[config.mk]
export PLATFORM = sky130hd
export DESIGN_NAME = seqgen_top
export DESIGN_NICKNAME = d
export VERILOG_FILES = /design/src/rtl/seqgen_pkg.sv /design/src/rtl/seqgen_table.sv /design/src/rtl/seqgen_state_reg.sv /design/src/rtl/seqgen_top.sv
export SDC_FILE = /design/constraint.sdc
export NUM_CORES = 1
export LEC_CHECK = 0
export CAP_MARGIN = 5
export CORE_AREA = 8 8 134 136
export CTS_CLUSTER_SIZE = 20
export DETAILED_ROUTE_END_ITERATION = 8
export DIE_AREA = 0 0 142 144
export HOLD_SLACK_MARGIN = 0.06
export PLACE_DENSITY = 0.75
export REMOVE_ABC_BUFFERS = 1
export SLEW_MARGIN = 40
export SYNTH_ARGS = -nofsm -noshare
export SYNTH_HDL_FRONTEND = slang
export SYNTH_HIERARCHICAL = 1
export SYNTH_SLANG_ARGS = --single-unit
[constraint.sdc]
create_clock -name clk -period 2.1 [get_ports clk]
set_input_delay 0.315 -clock clk [delete_from_list [all_inputs] [get_ports clk]]
set_output_delay 0.315 -clock clk [all_outputs]
set_load 0.03 [all_outputs]
[src/rtl/seqgen_pkg.sv]
package seqgen_pkg;
   function automatic int sg_max(input int a, input int b);
      return (a > b) ? a : b;
   endfunction

   typedef enum logic {
      SEL_NEXT = 1'b0,
      SEL_OUT  = 1'b1
   } seqgen_sel_e;
endpackage

[src/rtl/seqgen_table.sv]
module seqgen_table #(
   parameter int AW = 4,
   parameter int DW = 4
) (
   input  logic          clk,
   input  logic          we,
   input  logic [AW-1:0] waddr,
   input  logic [DW-1:0] wdata,
   input  logic [AW-1:0] raddr,
   output logic [DW-1:0] rdata
);
   localparam int DEPTH = 1 << AW;

   generate
      if (AW < 1 || AW > 12) begin : g_bad_aw
         $error("seqgen_table: AW out of range");
      end
   endgenerate

   logic [DW-1:0] mem [DEPTH];

   always_ff @(posedge clk) begin
      if (we) mem[waddr] <= wdata;
   end

   assign rdata = mem[raddr];
endmodule

[src/rtl/seqgen_state_reg.sv]
module seqgen_state_reg #(
   parameter int W = 4
) (
   input  logic         clk,
   input  logic         rst,
   input  logic [W-1:0] ld_val,
   output logic [W-1:0] q
);
   always_ff @(posedge clk) begin
      if (rst) q <= '0;
      else     q <= ld_val;
   end
endmodule

[src/rtl/seqgen_top.sv]
module seqgen_top
   import seqgen_pkg::*;
#(
   parameter int ST_W  = 4,
   parameter int IN_W  = 1,
   parameter int OUT_W = 4
) (
   input  logic                                  clk,
   input  logic                                  rst,
   input  logic [((IN_W > 0) ? IN_W : 1)-1:0]    ext_in,
   input  logic                                  wr_en,
   input  logic                                  wr_sel,
   input  logic [ST_W+IN_W-1:0]                  wr_addr,
   input  logic [sg_max(ST_W, OUT_W)-1:0]        wr_data,
   output logic [ST_W-1:0]                       state_o,
   output logic [OUT_W-1:0]                      out_val
);
   localparam int AW    = ST_W + IN_W;
   localparam int IN_PW = (IN_W > 0) ? IN_W : 1;

   generate
      if (ST_W < 1)  begin : g_bad_st  $error("seqgen_top: ST_W must be >= 1"); end
      if (IN_W < 0)  begin : g_bad_in  $error("seqgen_top: IN_W must be >= 0"); end
      if (OUT_W < 1) begin : g_bad_out $error("seqgen_top: OUT_W must be >= 1"); end
      if (AW > 12)   begin : g_bad_aw  $error("seqgen_top: table too deep"); end
   endgenerate

   logic [AW-1:0]   nxt_addr;
   logic [ST_W-1:0] nxt_rd;
   logic [ST_W-1:0] state_q;
   logic            we_nxt;
   logic            we_out;

   assign we_nxt = wr_en && (seqgen_sel_e'(wr_sel) == SEL_NEXT);
   assign we_out = wr_en && (seqgen_sel_e'(wr_sel) == SEL_OUT);

   generate
      if (IN_W > 0) begin : g_addr_in
         assign nxt_addr = {state_q, ext_in};
      end else begin : g_addr_plain
         logic unused_in;
         assign unused_in = ^ext_in;
         assign nxt_addr  = state_q;
      end
   endgenerate

   seqgen_table #(.AW(AW), .DW(ST_W)) u_next_tbl (
      .clk   (clk),
      .we    (we_nxt),
      .waddr (wr_addr),
      .wdata (wr_data[ST_W-1:0]),
      .raddr (nxt_addr),
      .rdata (nxt_rd)
   );

   seqgen_table #(.AW(ST_W), .DW(OUT_W)) u_out_tbl (
      .clk   (clk),
      .we    (we_out),
      .waddr (wr_addr[ST_W-1:0]),
      .wdata (wr_data[OUT_W-1:0]),
      .raddr (state_q),
      .rdata (out_val)
   );

   seqgen_state_reg #(.W(ST_W)) u_state (
      .clk    (clk),
      .rst    (rst),
      .ld_val (nxt_rd),
      .q      (state_q)
   );

   assign state_o = state_q;

   logic unused_pw;
   assign unused_pw = (IN_PW > 0);
endmodule

==> flow_metrics.py, run 1 <==
metrics = {
    "outcome": {
        "outcome": "complete, but fails checks",
        "failed_checks": "negative setup slack",
    },
    "finish": {
        "final_cell_area_um2": 9392,
        "area_growth_pct": 20.93,
        "ff_latch_area_um2": 5851,
        "nNetsFinal": 476,
        "drive_above_1_share_pct": 38.95,
        "final_core_util_pct": 58.50,
        "n_antenna_cell": 0,
        "final.fill_count": 1146,
        "multi_input_area_um2": 1821,
    },
    "critical_path": {
        "worst-r2r-cell-count": 6,
        "cp.arrival_ns": 1.90,
        "rrSetupSlack_ns": 0.10,
        "crit_fanout": 7,
        "critical_path.cell_chain": "buf_12 -> buf_8 -> mux4_2 -> nand2_2 -> nand3_2 -> buf_6",
        "startpoint_type": "flop",
        "required_ns": 1.78,
        "reg2reg_from": "u_state/q[1]$_SDFF_PP0_",
        "cpMaxStageDelayCell": "mux4_2",
        "timing.rr.end": "u_state/q[0]$_SDFF_PP0_",
        "crit_start": "u_state/q[0]$_SDFF_PP0_",
        "critPathBufInv": 3,
        "crit_type": "flop to primary output",
        "end_kind": "primary output",
        "crit_path_max_incr_delay_ns": 0.51,
        "cp_top_family": "multiplexers",
    },
    "floorplanning": {
        "core_area_um2": 16050,
        "chipWidth_um": 142,
        "initial_core_util_pct": 48.38,
        "die_h_um": 144,
        "ioPinCount": 22,
        "rows": 47,
        "die_area_um2": 20450,
    },
    "worst_hold_path": {
        "min_path_cells": 2,
        "hp-class": "input pin to flop",
        "min_to": "u_state/q[1]$_SDFF_PP0_",
        "min-delay-start": "rst",
    },
    "pwr": {
        "finalPower_mw": 9.720,
        "power.internal_mw": 7.330,
        "clock_power_share_pct": 32.5,
        "power.density_nw_per_um2": 1035,
        "ir_worst_vdd_mv": 0.7005,
        "p_sw_mw": 2.391,
        "switching_share_pct": 24.59,
        "p_leak_nw": 3.055,
        "combPwrFrac_pct": 22.0,
        "p_seq_share_pct": 45.5,
    },
    "cts": {
        "cts_root_buffer": "clkbuf_16",
        "insertion_delay_ns": 0.42,
        "cts_sinks": 196,
        "clkTransAtPathRegs_ns": 0.06,
        "cts_buffer_depth": 2,
        "cts_made_buffers": 17,
        "ctsHtreeMaxLevel": 4,
        "cts_tree": "done",
    },
    "logic_synthesis": {
        "synth_warnings": 6,
        "ys.flop_type": "edfxtp_1",
        "ys_seq_elements": 196,
        "synth_cell_types": 22,
        "synth_area_um2": 7766,
        "synth_area_leader_cell": "edfxtp_1",
        "synth_enable_flop_cells": 192,
        "synthTopCellsByCount": "edfxtp_1, nor2_1, mux4_2",
        "ys_seq_area_share_pct": 75.27,
        "yosysMostFrequentCell": "edfxtp_1",
        "synth_top_area_share_pct": 74.24,
        "async_reset_ff_share_pct": 0,
        "yosys-top-cells-area": "edfxtp_1, mux4_2, mux4_1",
        "avgSynthCellArea_um2": 21.39,
        "syn_inst": 363,
    },
    "timing": {
        "period_share_pct": 105.5,
        "setup_viol": 4,
        "slew_viol_final": 0,
        "period_minus_slack_ns": 2.215,
        "fmax_mhz": 451.5,
        "hold_viol": 0,
        "tightestPinTransition_ns": 0.4222,
        "rsz0062_at_grt": "true",
        "slew_headroom_pct": 71.80,
        "fin_ws_ns": -0.1146,
        "skew_ns": 0.007721,
    },
    "global_routing": {
        "grt_max_degree": 33,
        "grt_overflow": 0,
        "grt_usage_pct": 15.61,
        "grt_pass1_wl_mm": 23.19,
        "grt_pass1_vias": 4081,
        "antenna_found_initial": 0,
    },
    "drt": {
        "drtIter0Drc": 437,
        "drc": 0,
        "drt_pre_antenna_iters": 4,
        "vias": 3855,
        "wirelength_mm": 15.00,
        "viasPerCell": 5.547,
        "routedWlPerCell_um": 21.58,
        "ant_nets": 0,
    },
    "placed_design": {
        "gp_congestion": 0.7877,
        "io_buffers": 21,
        "placed_area_um2": 8750,
        "dpl.hpwl_mm": 10.33,
        "post-place-ws_ns": -0.2208,
    },
    "job": {
        "cap_violations": 0,
    },
}
[power by group through the flow]
| stage | Sequential [mW] | Clock [mW] | Combinational (mW) |
|---|---|---|---|
| 2_1_floorplan | 4.71 | 0 | 0.940 |
| 3_3_place_gp | 4.49 | 0 | 1.92 |
| 3_5_place_dp | 4.49 | 0 | 1.96 |
| 4_1_cts | 4.43 | 3.23 | 2.13 |
| 5_1_grt | 4.43 | 3.36 | 2.27 |
| 6_report | 4.43 | 3.16 | 2.14 |
[cells in the final DEF, fill, tap and decap left out, types with 6 or more instances in the layout]
cell / Yosys / routed
buf_12: 1 / 6
buf_4: 0 / 67
clkbuf_16: 0 / 17
clkdlybuf4s50_1: 0 / 13
edfxtp_1: 192 / 192
mux4_2: 42 / 53
nand3_1: 11 / 8
nand3b_1: 7 / 7
nor2_1: 46 / 46
nor2b_1: 6 / 6
[worst max path at each step]
stage	slack, ns	endpoint	depth (start not counted)
4_1_cts	-0.18	out_val[2]	5
6_report	-0.11	out_val[1]	6
5_1_grt	-0.20	out_val[0]	5
2_1_floorplan	-0.70	u_state/q[0]$_SDFF_PP0_	4
3_3_place_gp	-0.19	out_val[1]	5
3_5_place_dp	-0.22	out_val[2]	6
[timing repair]
| action | CTS | global route |
|---|---|---|
| hold endpoints to repair | 0 | 0 |
| hold buffers | 0 | 0 |
| pin swaps | 9 | 4 |
| buffers inserted | 1 | 0 |
| endpoints found under the setup margin | 4 | 5 |
| cloned | 1 | 0 |
| resized for setup | 48 | 7 |
[through the flow]
| step | instances | TNS, ns | hold slack [ns] |
|---|---|---|---|
| after CTS | 695 | -0.6202 | 0.5704 |
| after floorplan | 349 | -4.938 | 0.3866 |
| after global routing | 695 | -0.7468 | 0.5829 |
| after global placement | 661 | -3.639 | 0.8509 |
| after detailed placement | 661 | -5.309 | 0.8815 |
| final | 695 | -0.4381 | 0.5924 |
[layout make-up]
cell class              instances  share of cell area, %
clock buffers                  21                  4.903
clock inverters                11                  1.346
multi-input cells             153                  19.38
flip-flops and latches        196                  62.30
well taps                     220                  2.931
repair buffers                 94                  9.139
[state kept, by name (all words and copies together), names as in the netlist]
| name | cells |
|---|---|
| u_out_tbl/mem | 64 |
| u_next_tbl/mem | 128 |
| u_state/q | 4 |
[worst register-to-register path, cell delays in order, from the launching register on]
cell	delay, ns
dfxtp_2	0.35
buf_12	0.15
buf_4	0.14
mux4_2	0.33
mux4_2	0.51
mux2_2	0.27
nor2b_1	0.13
[per-layer routing]
layer / routed length, um / up-vias / share of wire (%) / track usage, %
met5: 0 / - / 0 / 0
met4: 248 / 0 / 1.7 / 6.275
met3: 683 / 20 / 4.6 / 3.367
met2: 7722 / 109 / 51 / 26.20
met1: 6344 / 2024 / 42 / 19.49
li1: - / 1702 / - / -
[cell families after synthesis]
family                 synth area share [%]
buffers and inverters                 1.305
AOI/OAI and AO/OA                    0.3867
and+or+nand+nor                       5.542
muxes                                 17.50
DFF                                   75.27
(Power assumes the default switching activity.)
==> run 2: changes to the inputs <==
PLACE_DENSITY = 0.72   (was 0.75)
clock period = 2.05 ns   (was 2.1 ns; I/O delays follow)
==> run 2 against run 1 <==
  * The flow still finishes with violations (negative setup slack)
  * Routed wire length increased by 0.95%
  * Non-clock buffer count unchanged
  * Clock power increased by 8.2%
  * Design area increased by 0.92%
  * Sequential share of layout area decreased by 0.54 points
  * Utilization increased by 0.54 points
  * Critical path depth decreased by 1
  * Flip-flop and latch count unchanged
  * Largest power group unchanged
  * Die area unchanged
  * Critical endpoint is now out_val[3]
  * First-iteration DRC count decreased by 5.0%
  * Setup slack got worse by 0.057 ns
==> flow_metrics.py, run 2 (same netlist as run 1, synthesis figures left out) <==
metrics = {
    "outcome": {
        "outcome": "complete, but fails checks",
        "failed_checks": "negative setup slack",
    },
    "cts": {
        "cts_sinks": 196,
        "cts_buffer_depth": 2,
        "insertion_delay_ns": 0.43,
        "cts_root_buffer": "clkbuf_16",
        "cts_tree": "done",
        "cts_made_buffers": 17,
        "clkTransAtPathRegs_ns": 0.07,
        "ctsHtreeMaxLevel": 4,
        "post_cts_hold_buffer_count": 0,
    },
    "critical_path": {
        "cp_top_family": "multiplexers",
        "crit_fanout": 7,
        "required_ns": 1.74,
        "cpMaxStageDelayCell": "mux4_2",
        "startpoint_type": "flop",
        "cp.arrival_ns": 1.91,
        "cp.depth": 5,
        "crit_end": "out_val[3]",
        "reg2reg_from": "u_state/q[1]$_SDFF_PP0_",
        "critPathBufInv": 2,
        "end_kind": "primary output",
        "rrSetupSlack_ns": 0.04,
        "worst-r2r-cell-count": 6,
        "critical_path.cell_chain": "buf_12 -> mux4_2 -> a22oi_2 -> nand3_2 -> buf_6",
        "crit_path_max_incr_delay_ns": 0.50,
        "timing.rr.end": "u_state/q[1]$_SDFF_PP0_",
        "crit_start": "u_state/q[0]$_SDFF_PP0_",
        "crit_type": "flop to primary output",
    },
    "global_routing": {
        "grt_usage_pct": 15.89,
        "grt_pass1_wl_mm": 23.76,
        "grt_overflow": 0,
        "grt_max_degree": 49,
        "grt_pass1_vias": 4062,
        "antenna_found_initial": 0,
    },
    "timing": {
        "period_minus_slack_ns": 2.221,
        "slew_headroom_pct": 65.12,
        "tightestPinTransition_ns": 0.5231,
        "setup_viol": 4,
        "whs_ns": 0.5579,
        "fin_ws_ns": -0.1713,
        "skew_ns": 0.008412,
        "period_share_pct": 108.4,
        "slew_viol_final": 0,
        "rsz0062_at_grt": "true",
        "hold_viol": 0,
        "fmax_mhz": 450.2,
    },
    "finish": {
        "final_common_cell": "edfxtp_1",
        "final_cell_area_um2": 9478,
        "regMostFlops": "u_next_tbl/mem",
        "drive_above_1_share_pct": 39.79,
        "layout_top_registers": "u_next_tbl/mem (128), u_out_tbl/mem (64), u_state/q (4)",
        "n_antenna_cell": 0,
        "area_growth_pct": 22.04,
        "largest_reg_flops": 128,
        "final_cell_mix": "edfxtp_1, buf_4, mux4_2, nor2_1, clkbuf_16",
        "nNetsFinal": 476,
    },
    "drt": {
        "viasPerCell": 5.456,
        "routedWlPerCell_um": 21.79,
        "drt_pre_antenna_iters": 4,
        "vias": 3792,
        "ant_nets": 0,
        "drtIter0Drc": 415,
        "drc": 0,
        "wirelength_mm": 15.14,
    },
    "pwr": {
        "p_leak_nw": 3.097,
        "power.density_nw_per_um2": 1085,
        "ir_worst_vdd_mv": 0.6871,
    },
    "floorplanning": {
        "core_area_um2": 16050,
        "die_h_um": 144,
        "chipWidth_um": 142,
        "ioPinCount": 22,
        "rows": 47,
        "initial_core_util_pct": 48.38,
        "die_area_um2": 20450,
    },
    "job": {
        "cap_violations": 0,
    },
    "placed_design": {
        "io_buffers": 21,
        "post-place-ws_ns": -0.2698,
        "gp_congestion": 0.7888,
        "placed_area_um2": 8767,
        "dpl.hpwl_mm": 9.917,
    },
    "worst_hold_path": {
        "hp-class": "input pin to flop",
    },
}
-- run 2: where the power goes --
group / internal (mW) / leakage (nW) / total [mW] / switching, mW
Combinational: 1.27 / 1.04 / 2.32 / 1.05
Sequential: 4.47 / 1.76 / 4.55 / 0.0764
Clock: 1.95 / 0.299 / 3.42 / 1.46
-- run 2: final cells by class --
type,instances,area (um^2)
Timing Repair Buffer,94,914.6
Multi-Input combinational cell,153,1818
Fill cell,1151,6576
Sequential cell,196,5853
Clock buffer,17,425.4
Clock inverter,15,191.4
Tap cell,220,275.3
-- run 2: timing repair --
item / 4_1_cts / 5_1_grt
gates cloned: 1 / 1
buffers inserted: 1 / 0
gates resized for setup: 50 / 16
pin swaps: 8 / 2
endpoints found under the setup margin: 5 / 8
-- run 2: worst register-to-register path, stage by stage (launching register included) --
cell     delay (ns)
dfxtp_4        0.40
buf_6          0.14
buf_8          0.13
mux4_2         0.32
mux4_2         0.49
mux2_2         0.28
nor2b_1        0.13
-- run 2: metrics by stage --
step | util, % | total power [mW] | setup TNS [ns] | cells
floorplan | - | 5.785 | -5.308 | 349
global placement | 54.61 | 6.607 | -6.414 | 660
finish | 59.04 | 10.28 | -0.6672 | 695
global route | 59.04 | 10.63 | -0.9790 | 695
CTS | 58.48 | 10.21 | -0.8323 | 694
detailed placement | 54.61 | 6.646 | -7.218 | 660
-- run 2: how the worst min path moves through the flow --
| stage | cells after the start | end | from | slack [ns] |
|---|---|---|---|---|
| 2_1_floorplan | 1 | u_state/q[0]$_SDFF_PP0_ | rst | 0.38 |
| 3_3_place_gp | 3 | u_state/q[3]$_SDFF_PP0_ | u_state/q[2]$_SDFF_PP0_ | 0.83 |
| 3_5_place_dp | 3 | u_state/q[2]$_SDFF_PP0_ | u_state/q[2]$_SDFF_PP0_ | 0.85 |
| 4_1_cts | 1 | u_next_tbl/mem[20][1]$_DFFE_PP_ | wr_data[1] | 0.54 |
| 5_1_grt | 1 | u_next_tbl/mem[20][1]$_DFFE_PP_ | wr_data[1] | 0.56 |
| 6_report | 1 | u_next_tbl/mem[21][1]$_DFFE_PP_ | wr_data[1] | 0.56 |
-- run 2: per-layer routing --
metal  GRT usage, %  up-vias  routed length (um)
met2          25.82      102                7690
met5              0        -                   0
met3          3.334       17                 599
met1          20.65     1971                6602
met4          6.331        0                 248
li1               -     1702                   -
==> run 3: changes to the inputs <==
CTS_CLUSTER_SIZE = 12   (was 20)
SETUP_SLACK_MARGIN = 0.02   (was not set)
==> run 3 against run 2 <==
  * Die area stayed put
  * Via count is 1.8% higher
  * Non-clock buffer count stayed put
  * The run still ends with negative setup slack left
  * Routed wire length is 0.88% higher
  * Flip-flop and latch count stayed put
  * Highest routed layer unchanged
  * Design area is 0.24% higher
  * Fmax is 0.19% lower
==> flow_metrics.py, run 3 (same netlist as run 1, synthesis figures left out) <==
metrics = {
    "placed_design": {
        "dpl.hpwl_mm": 9.917,
        "gp_congestion": 0.7888,
        "placed_area_um2": 8767,
        "io_buffers": 21,
    },
    "drt": {
        "highest_layer": "met4",
        "routedWlPerCell_um": 21.98,
        "drc": 0,
        "drt_pre_antenna_iters": 4,
        "viasPerCell": 5.553,
        "wirelength_mm": 15.28,
        "drtIter0Drc": 424,
        "ant_nets": 0,
        "wl_met3_um": 697,
        "met1_length_mm": 6.568,
        "vias": 3859,
        "met2_length_mm": 7.688,
    },
    "pwr": {
        "combPwrFrac_pct": 23.0,
        "power.density_nw_per_um2": 1089,
        "power.internal_mw": 7.735,
        "switching_share_pct": 25.25,
        "p_sw_mw": 2.613,
        "clock_power_share_pct": 33.1,
        "finalPower_mw": 10.35,
        "p_leak_nw": 3.115,
        "ir_worst_vdd_mv": 0.6589,
        "p_seq_share_pct": 43.9,
    },
    "finish": {
        "final_cell_mix": "edfxtp_1, buf_4, mux4_2, nor2_1, clkbuf_16",
        "final.fill_count": 1150,
        "layout_top_registers": "u_next_tbl/mem (128), u_out_tbl/mem (64), u_state/q (4)",
        "final_common_cell": "edfxtp_1",
        "drive_above_1_share_pct": 40.21,
        "area_growth_pct": 22.33,
        "n_antenna_cell": 0,
        "regMostFlops": "u_next_tbl/mem",
        "nNetsFinal": 476,
        "final_cell_area_um2": 9500,
        "largest_reg_flops": 128,
        "final_core_util_pct": 59.18,
    },
    "critical_path": {
        "required_ns": 1.74,
        "crit_fanout": 7,
        "end_kind": "primary output",
        "cp.arrival_ns": 1.92,
        "startpoint_type": "flop",
        "crit_type": "flop to primary output",
    },
    "cts": {
        "ctsHtreeMaxLevel": 4,
        "cts_sinks": 196,
        "insertion_delay_ns": 0.43,
        "cts_tree": "done",
        "cts_root_buffer": "clkbuf_16",
        "clkTransAtPathRegs_ns": 0.07,
        "cts_made_buffers": 17,
        "cts_buffer_depth": 2,
        "post_cts_hold_buffer_count": 0,
    },
    "timing": {
        "setup_viol": 4,
        "slew_headroom_pct": 65.06,
        "fin_ws_ns": -0.1757,
        "fmax_mhz": 449.3,
        "slew_viol_final": 0,
        "tightestPinTransition_ns": 0.5241,
        "hold_viol": 0,
        "period_minus_slack_ns": 2.226,
        "whs_ns": 0.5574,
        "skew_ns": 0.01096,
        "period_share_pct": 108.6,
        "rsz0062_at_grt": "true",
    },
    "job": {
        "cap_violations": 0,
    },
    "global_routing": {
        "grt_overflow": 0,
        "grt_usage_pct": 15.89,
        "grt_max_degree": 49,
        "antenna_found_initial": 0,
        "grt_pass1_wl_mm": 23.76,
        "grt_pass1_vias": 4062,
    },
    "floorplanning": {
        "die_h_um": 144,
        "rows": 47,
        "die_area_um2": 20450,
        "chipWidth_um": 142,
        "ioPinCount": 22,
        "initial_core_util_pct": 48.38,
        "core_area_um2": 16050,
    },
    "outcome": {
        "failed_checks": "negative setup slack",
        "outcome": "complete, but fails checks",
    },
    "worst_hold_path": {
        "hp-class": "input pin to flop",
    },
}
run 3: path summary, 6_finish.rpt:
path	endpoint	depth (start not counted)	start	slack, ns
worst min register to register	u_state/q[0]$_SDFF_PP0_	3	u_state/q[2]$_SDFF_PP0_	0.88
worst max-delay path	out_val[3]	5	u_state/q[0]$_SDFF_PP0_	-0.18
worst max register to register	u_state/q[3]$_SDFF_PP0_	6	u_state/q[1]$_SDFF_PP0_	0.02
worst min-delay path	u_next_tbl/mem[21][1]$_DFFE_PP_	1	wr_data[1]	0.56
run 3: power groups by stage:
stage / sequential, mW / combinational, mW / clock [mW]
global route: 4.55 / 2.52 / 3.62
floorplan: 4.82 / 0.963 / 0
detailed placement: 4.60 / 2.04 / 0
global placement: 4.60 / 2.01 / 0
CTS: 4.53 / 2.21 / 3.48
finish: 4.55 / 2.38 / 3.42
run 3: layer usage:
| metal | vias up | global-route usage (%) |
|---|---|---|
| met5 | - | 0 |
| met4 | 0 | 6.331 |
| met3 | 23 | 3.334 |
| met2 | 122 | 25.82 |
| met1 | 2014 | 20.65 |
| li1 | 1700 | - |
run 3: per-stage QoR:
| step | worst slack [ns] | std cells | TNS [ns] |
|---|---|---|---|
| 6_report | -0.1757 | 695 | -0.6853 |
| 5_1_grt | -0.2649 | 695 | -0.9851 |
| 4_1_cts | -0.2183 | 694 | -0.8323 |
| 3_5_place_dp | -0.2698 | 660 | -7.218 |
| 3_3_place_gp | -0.2488 | 660 | -6.414 |
| 2_1_floorplan | -0.7469 | 349 | -5.308 |
run 3: critical path, stage by stage, from the launching register on:
cell and delay, ns:
dfxtp_4 0.40, buf_12 0.15, mux4_2 0.50, a22oi_2 0.20, nand3_2 0.09, buf_6 0.14
run 3: layout make-up:
class / count / area, um^2 / share of cell area [%]
flip-flops and latches: 196 / 5853 / 61.61
multi-input cells: 153 / 1841 / 19.37
repair buffers: 94 / 914.6 / 9.627
clock buffers: 17 / 425.4 / 4.478
well taps: 220 / 275.3 / 2.897
clock inverters: 15 / 191.4 / 2.015
run 3: repair_timing:
item / 4_1_cts / 5_1_grt
gates resized for setup: 51 / 21
endpoints found under the setup margin: 7 / 8
pin swaps: 8 / 2
cloned: 1 / 1
setup buffers: 1 / 0
